`config.mk`:
```
export PLATFORM = sky130hd
export DESIGN_NAME = pll_ctrl_unit
export DESIGN_NICKNAME = d
export VERILOG_FILES = /design/src/rtl/pll_ctrl_pkg.sv /design/src/rtl/pll_reg_file.sv /design/src/rtl/pll_lock_tracker.sv /design/src/rtl/pll_clk_select.sv /design/src/rtl/pll_ctrl_unit.sv
export SDC_FILE = /design/constraint.sdc
export NUM_CORES = 1
export LEC_CHECK = 0
export BUFFER_PORTS_ARGS = -buffer_cell sky130_fd_sc_hd__buf_2
export CAP_MARGIN = 20
export CORE_ASPECT_RATIO = 0.7
export CORE_MARGIN = 1
export CORE_UTILIZATION = 40
export CTS_BUF_LIST = sky130_fd_sc_hd__clkbuf_4 sky130_fd_sc_hd__clkbuf_8 sky130_fd_sc_hd__clkbuf_16
export CTS_CLUSTER_DIAMETER = 200
export CTS_CLUSTER_SIZE = 28
export DETAILED_ROUTE_END_ITERATION = 16
export HOLD_SLACK_MARGIN = 0.05
export PLACE_DENSITY = 0.63
export SETUP_SLACK_MARGIN = 0.5
export SLEW_MARGIN = 20
export SYNTH_ARGS = -nofsm -noshare
export SYNTH_HDL_FRONTEND = slang
export SYNTH_SLANG_ARGS = --single-unit
export TNS_END_PERCENT = 20
```
`constraint.sdc`:
```
create_clock -name clk -period 3.9 [get_ports clk]
set_input_delay 0.78 -clock clk [delete_from_list [all_inputs] [get_ports clk]]
set_output_delay 0.78 -clock clk [all_outputs]
set_load 0.01 [all_outputs]
```
`src/rtl/pll_ctrl_pkg.sv`:
```
package pll_ctrl_pkg;

  // Field widths fixed by the status word layout
  localparam int MULT_W = 15;
  localparam int PDIV_W = 8;

  typedef enum logic [1:0] {
    REG_MULT = 2'd0,
    REG_PDIV = 2'd1,
    REG_CTRL = 2'd2,
    REG_STAT = 2'd3
  } reg_sel_e;

  // Control register bits
  localparam int CT_EN   = 0;
  localparam int CT_CONN = 1;
  localparam int CT_IE   = 2;

  // Status word positions
  localparam int ST_PDIV_LSB = 16;
  localparam int ST_EN_BIT   = 24;
  localparam int ST_CONN_BIT = 25;
  localparam int ST_LOCK_BIT = 26;

  // Half a millisecond of input clock cycles, at least one
  function automatic int unsigned fast_wait_cycles(input int unsigned in_khz);
    int unsigned c;
    c = in_khz / 2;
    return (c == 0) ? 1 : c;
  endfunction

  // 200 reference periods measured in input clock cycles
  function automatic int unsigned slow_wait_cycles(input logic [PDIV_W-1:0] pdiv_code);
    return 200 * (int'(pdiv_code) + 1);
  endfunction

  function automatic logic [31:0] pack_status(
    input logic [MULT_W-1:0] mult,
    input logic [PDIV_W-1:0] pdiv,
    input logic              en,
    input logic              conn,
    input logic              locked
  );
    logic [31:0] s;
    s = '0;
    s[MULT_W-1:0]                    = mult;
    s[ST_PDIV_LSB +: PDIV_W]         = pdiv;
    s[ST_EN_BIT]                     = en;
    s[ST_CONN_BIT]                   = conn;
    s[ST_LOCK_BIT]                   = locked;
    return s;
  endfunction

endpackage

```
`src/rtl/pll_reg_file.sv`:
```
module pll_reg_file
  import pll_ctrl_pkg::*;
(
  input  logic              clk,
  input  logic              rst_n,
  input  logic              wr,
  input  logic [1:0]        addr,
  input  logic [31:0]       wdata,
  input  logic              pwr_dn,
  output logic [MULT_W-1:0] mult_q,
  output logic [PDIV_W-1:0] pdiv_q,
  output logic              en_q,
  output logic              conn_q,
  output logic              ie_q,
  output logic              restart
);

  logic wr_mult, wr_pdiv, wr_ctrl, en_change;

  assign wr_mult   = wr && (reg_sel_e'(addr) == REG_MULT);
  assign wr_pdiv   = wr && (reg_sel_e'(addr) == REG_PDIV);
  assign wr_ctrl   = wr && (reg_sel_e'(addr) == REG_CTRL);
  assign en_change = wr_ctrl && (wdata[CT_EN] != en_q);

  // Any event that invalidates the present lock
  assign restart = wr_mult || wr_pdiv || en_change || pwr_dn;

  always_ff @(posedge clk or negedge rst_n) begin
    if (!rst_n) begin
      mult_q <= '0;
      pdiv_q <= '0;
    end else begin
      if (wr_mult) mult_q <= wdata[MULT_W-1:0];
      if (wr_pdiv) pdiv_q <= wdata[PDIV_W-1:0];
    end
  end

  always_ff @(posedge clk or negedge rst_n) begin
    if (!rst_n) begin
      en_q   <= 1'b0;
      conn_q <= 1'b0;
      ie_q   <= 1'b0;
    end else if (pwr_dn) begin
      en_q   <= 1'b0;
      conn_q <= 1'b0;
      if (wr_ctrl) ie_q <= wdata[CT_IE];
    end else if (wr_ctrl) begin
      en_q   <= wdata[CT_EN];
      conn_q <= wdata[CT_CONN];
      ie_q   <= wdata[CT_IE];
    end
  end

endmodule

```
`src/rtl/pll_lock_tracker.sv`:
```
module pll_lock_tracker
  import pll_ctrl_pkg::*;
#(
  parameter int unsigned FAST_WAIT = 6000,
  localparam int unsigned SLOW_MAX = 200 * (2 ** PDIV_W),
  localparam int unsigned CNT_MAX  = (FAST_WAIT > SLOW_MAX) ? FAST_WAIT : SLOW_MAX,
  localparam int         CNT_W     = $clog2(CNT_MAX + 1)
) (
  input  logic              clk,
  input  logic              rst_n,
  input  logic              en,
  input  logic              restart,
  input  logic              ref_oor,
  input  logic              ref_slow,
  input  logic [PDIV_W-1:0] pdiv,
  input  logic              lock_in,
  output logic              locked,
  output logic              tmr_last
);

  logic [CNT_W-1:0] cnt;
  logic             armed;
  logic [CNT_W-1:0] load_val;

  assign load_val = ref_slow ? CNT_W'(slow_wait_cycles(pdiv)) : CNT_W'(FAST_WAIT);

  // Last counting cycle of an out-of-range wait
  assign tmr_last = en && !restart && ref_oor && armed && (cnt <= CNT_W'(1));

  always_ff @(posedge clk or negedge rst_n) begin
    if (!rst_n) begin
      locked <= 1'b0;
      armed  <= 1'b0;
      cnt    <= '0;
    end else if (!en || restart) begin
      locked <= 1'b0;
      armed  <= 1'b0;
    end else if (!ref_oor) begin
      locked <= lock_in;
    end else if (!armed) begin
      cnt   <= load_val;
      armed <= 1'b1;
    end else begin
      if (tmr_last) locked <= 1'b1;
      if (cnt != '0) cnt <= cnt - CNT_W'(1);
    end
  end

endmodule

```
`src/rtl/pll_clk_select.sv`:
```
module pll_clk_select (
  input  logic clk,
  input  logic rst_n,
  input  logic en,
  input  logic conn,
  input  logic locked,
  output logic sel
);

  logic use_pll;
  assign use_pll = en && conn && locked;

  always_ff @(posedge clk or negedge rst_n) begin
    if (!rst_n) sel <= 1'b0;
    else        sel <= use_pll;
  end

endmodule

```
`src/rtl/pll_ctrl_unit.sv`:
```
module pll_ctrl_unit
  import pll_ctrl_pkg::*;
#(
  parameter int unsigned IN_CLK_KHZ = 12000,
  localparam int unsigned FAST_WAIT = fast_wait_cycles(IN_CLK_KHZ)
) (
  input  logic        clk,
  input  logic        rst_n,
  input  logic        reg_wr,
  input  logic [1:0]  reg_addr,
  input  logic [31:0] reg_wdata,
  output logic [31:0] reg_rdata,
  input  logic        pll_lock_in,
  input  logic        ref_oor,
  input  logic        ref_slow,
  input  logic        pwr_dn,
  output logic        clk_sel,
  output logic        lock_irq
);

  logic [MULT_W-1:0] mult_q;
  logic [PDIV_W-1:0] pdiv_q;
  logic              en_q, conn_q, ie_q, restart;
  logic              locked_q, tmr_last;

  pll_reg_file u_regs (
    .clk    (clk),
    .rst_n  (rst_n),
    .wr     (reg_wr),
    .addr   (reg_addr),
    .wdata  (reg_wdata),
    .pwr_dn (pwr_dn),
    .mult_q (mult_q),
    .pdiv_q (pdiv_q),
    .en_q   (en_q),
    .conn_q (conn_q),
    .ie_q   (ie_q),
    .restart(restart)
  );

  pll_lock_tracker #(.FAST_WAIT(FAST_WAIT)) u_lock (
    .clk     (clk),
    .rst_n   (rst_n),
    .en      (en_q),
    .restart (restart),
    .ref_oor (ref_oor),
    .ref_slow(ref_slow),
    .pdiv    (pdiv_q),
    .lock_in (pll_lock_in),
    .locked  (locked_q),
    .tmr_last(tmr_last)
  );

  pll_clk_select u_sel (
    .clk   (clk),
    .rst_n (rst_n),
    .en    (en_q),
    .conn  (conn_q),
    .locked(locked_q),
    .sel   (clk_sel)
  );

  assign lock_irq = locked_q && ie_q;

  always_comb begin
    reg_rdata = '0;
    unique case (reg_sel_e'(reg_addr))
      REG_MULT: reg_rdata[MULT_W-1:0] = mult_q;
      REG_PDIV: reg_rdata[PDIV_W-1:0] = pdiv_q;
      REG_CTRL: begin
        reg_rdata[CT_EN]   = en_q;
        reg_rdata[CT_CONN] = conn_q;
        reg_rdata[CT_IE]   = ie_q;
      end
      REG_STAT: reg_rdata = pack_status(mult_q, pdiv_q, en_q, conn_q, locked_q);
    endcase
  end

endmodule

```
==> run_results.csv <==
group,metric,value,unit
status,run_status,"completed",
sta,fin_crit,3.36,ns
critical_path,startpoint,"u_regs.pdiv_q[0]$_DFFE_PN0P_",
critical_path,cp_slowest_stage_delay,0.52,ns
placement,port_buffers,51,
flow_run,maxCapViolations,0,
die,placementRows,27,
detailed_routing,dr.pass1.iters,4,
synthesis,yosysWarningCount,0,
critical_path,worst_r2r_startpoint,"u_regs.pdiv_q[0]$_DFFE_PN0P_",
sta,finalHoldViolCount,0,
synthesis,yosysSeqAreaShare,32.6,%
die,ioPinCount,75,
synthesis,synth_cells,367,
critical_path,critPathLaunchType,"flip-flop",
critical_path,path_cells,"ha_4 -> nand3_4 -> xnor2_2 -> ha_1 -> inv_2 -> fa_1 -> inv_2 -> ha_4 -> ha_4 -> nor2b_2 -> o31a_1 -> o22ai_2 -> xor2_2 -> o21ai_1",
sta,fin_worst_skew,0.00622,ns
critical_path,rrSetupSlack,0.54,ns
placement,dp_hpwl,6060,um
synthesis,ys_top_cells_by_area,"dfrtp_1 33%, ha_1 13%, mux2_2 7.8%",
placement,gp_congestion,0.834,
sta,fmax,298,MHz
die,die_w,113,um
sta,worstMarginPinSlew,0.693,ns
pwr,combPwrFrac,59.7,%
critical_path,worstSetupPathType,"flip-flop to flip-flop",
global_routing,first_global_vias,2722,
synthesis,synth_top_area_share,32.6,%
finish,nFillCells,719,
critical_path,path_common_cell,"ha_4",
finish,synthToLayoutAreaGrowth,28.3,%
die,coreArea,0.00811,sq mm
pwr,clkPwrFrac,17.9,%
synthesis,async_reset_ff_share,100,%
synthesis,netlist_area,0.00346,sq mm
pwr,swShare,39.8,%
global_routing,grt-busiest-layer,"met2",
sta,rsz0062_at_grt,"yes",
critical_path,cp.required,4.06,ns
sta,min_period_over_period,86.1,%
critical_path,critPathCaptureType,"flip-flop",
global_routing,grt_overflow,0,
global_routing,grt_util_met2,30.2,%
sta,max_slew_margin,53.7,%
detailed_routing,drt-initial-drc-count,222,
min_path,holdCritPathClass,"primary input to async pin",
sta,slew_viol_final,0,
die,start_util,42.6,%
detailed_routing,wl,8930,um
finish,nNetsFinal,509,
critical_path,r2r-end,"u_lock.cnt[14]$_DFFE_PN0P_",
global_routing,grt_use_met1,27.7,%
pwr,peakVddDrop,0.499,mV
detailed_routing,antenna_left,0,
sta,fin_hold_ws,0.486,ns
critical_path,r2r_cells,14,
clocking,cts_sinks,45,
synthesis,synth_area_leader_cell,"dfrtp_1",
pwr,p_int,1890,uW
clocking,clock_latency,0.29,ns
detailed_routing,dr_total_vias,2951,
global_routing,grt_max_degree,46,
pwr,seqPwrFrac,22.4,%
synthesis,synth_edf_count,0,
clocking,cts_root_buf,"clkbuf_16",
die,die_h,79.8,um
pwr,p_leak,0.00203,uW
synthesis,syn_area_per_cell,9.42,sq um
global_routing,met3_usage,2.96,%
sta,fin_setup_tns,0,ns
detailed_routing,wl_per_cell,16.9,um
detailed_routing,drc,0,
die,die_area,0.00902,sq mm
critical_path,critical_path_arrival,3.52,ns
pwr,powerDensity,708,mW/mm^2
clocking,postCtsHoldBufs,0,
clocking,clk_pin_slew,0.07,ns
clocking,cts_tree,"yes",
finish,drive_gt1_share,36.1,%
critical_path,crit_path_top_delay_cell,"fa_1",
critical_path,worst-path-max-fanout,6,
clocking,htreeDepth,2,
clocking,cts_made_buffers,5,
clocking,cts_max_path_buffers,2,
synthesis,synth.distinct_cells,50,
synthesis,ys_ff_latch,45,
critical_path,crit_end,"u_lock.cnt[14]$_DFFE_PN0P_",
global_routing,grt_usage,19.3,%
finish,n_antenna_cell,0,
detailed_routing,viasPerCell,5.57,
global_routing,grt_pass1_wl,13600,um
pwr,netSwitchingPower,1250,uW
synthesis,synth_flop_cell,"dfrtp_1",
global_routing,grt_antenna_before_repair,0,
sta,setup_viol,0,
-- per-layer routing --
layer	routed length [um]	vias up
li1	-	1409
met1	4270	1453
met2	4170	80
met3	378	9
met4	115	0
met5	0	-
-- synth_stat cells, types with 6 or more instances --
cell	number
nor3_1	7
and2_1	14
inv_1	28
nand3_1	12
dfrtp_1	45
o22ai_1	8
o21ai_0	17
a22oi_1	7
and3_1	7
clkbuf_1	9
ha_1	36
nor2_1	18
xor2_1	9
buf_4	6
a21o_1	6
mux2_2	24
nor2b_1	12
a21oi_1	16
nand2_1	21
xnor2_1	8
-- area by class of cell --
type                    count  area [sq um]  share of cell area (%)
well taps                 101           126                    2.85
inverters                  28           105                    2.37
clock inverters             3          68.8                    1.55
clock buffers               5           125                    2.82
repair buffers             69           400                    9.03
flip-flops and latches     45          1130                    25.5
multi-input cells         279          2480                    55.9
-- power groups by stage --
stage               sequential, uW  clock [uW]  combinational, uW
floorplan                      659           0                976
global placement               699           0               1240
detailed placement             704           0               1270
CTS                            698         567               1440
global route                   718         585               2050
finish                         703         562               1870
-- worst min-delay path by stage --
stage                                  start                            end  slack, ns  depth (start not counted)
6_report                               rst_n     u_lock.cnt[10]$_DFFE_PN0P_       0.49                          1
2_1_floorplan  u_regs.mult_q[13]$_DFFE_PN0P_  u_regs.mult_q[13]$_DFFE_PN0P_       0.47                          1
5_1_grt        u_regs.mult_q[10]$_DFFE_PN0P_  u_regs.mult_q[10]$_DFFE_PN0P_       0.50                          1
3_5_place_dp   u_regs.mult_q[10]$_DFFE_PN0P_  u_regs.mult_q[10]$_DFFE_PN0P_       0.48                          1
3_3_place_gp   u_regs.mult_q[14]$_DFFE_PN0P_  u_regs.mult_q[14]$_DFFE_PN0P_       0.48                          1
4_1_cts        u_regs.mult_q[10]$_DFFE_PN0P_  u_regs.mult_q[10]$_DFFE_PN0P_       0.50                          1
-- metrics by stage --
stage	power [uW]	instances	area [sq um]	util [%]	setup slack [ns]
5_1_grt	3350	530	4430	54.7	0.376
6_report	3140	530	4430	54.7	0.543
3_5_place_dp	1980	510	3790	46.8	0.186
4_1_cts	2710	523	4130	51.0	0.437
3_3_place_gp	1930	510	3790	46.8	0.224
2_1_floorplan	1630	372	3480	-	0.546
-- worst max-delay path, delay by kind of cell (launching register included) --
family / cells / cell delay, ns
compound gates: 3 / 0.51
fa+ha+maj: 5 / 1.50
xor+xnor: 2 / 0.40
flops: 1 / 0.44
simple gates: 2 / 0.27
buf+inv: 2 / 0.09
-- layout by cell type (no fill, tap or decap), types with 3 or more instances in the layout --
master,count
dfrtp_2,3
conb_1,6
nand3_2,3
nand3_1,8
nor3_1,7
xnor2_2,3
mux2_2,24
dfrtp_1,42
xnor2_1,5
or2_2,4
ha_1,23
a21o_1,6
a21oi_1,15
a22oi_1,7
fa_1,3
nand2_1,21
o21ai_1,6
ha_4,13
o31ai_1,3
nor2_1,18
inv_1,22
nor2b_1,11
and2_1,14
and3_1,4
clkbuf_16,5
o21ai_0,14
buf_4,17
a221o_1,4
buf_2,50
nor4_4,4
inv_2,6
o22ai_1,7
xor2_1,5
-- repair_timing --
item / in CTS / in global routing
pin swaps: 8 / 18
setup buffers: 5 / 7
setup endpoints to repair: 4 / 5
resized for setup: 20 / 38
-- state kept, by name (all words and copies together), names as in the netlist --
| signal | flops |
|---|---|
| u_lock.cnt | 16 |
| u_regs.mult_q | 15 |
| u_regs.pdiv_q | 8 |
| u_lock.armed | 1 |
| u_lock.locked | 1 |
| u_regs.conn_q | 1 |
| u_regs.en_q | 1 |
| u_regs.ie_q | 1 |
| u_sel.sel | 1 |
-- cells by family (layout without fill, tap and decap cells) --
kind of cell             after synthesis  after routing  share of synthesized area [%]
other                                  1              6                          0.109
flip-flops                            45             45                           32.6
adder cells (fa/ha/maj)               40             40                           15.4
multiplexers                          24             24                           7.82
XOR/XNOR                              17             17                           4.31
AO/OA/AOI/OAI                         77             77                           14.7
AND/OR/NAND/NOR                      115            115                           18.9
buffers and inverters                 48            105                           6.23
(Power assumes the default switching activity.)
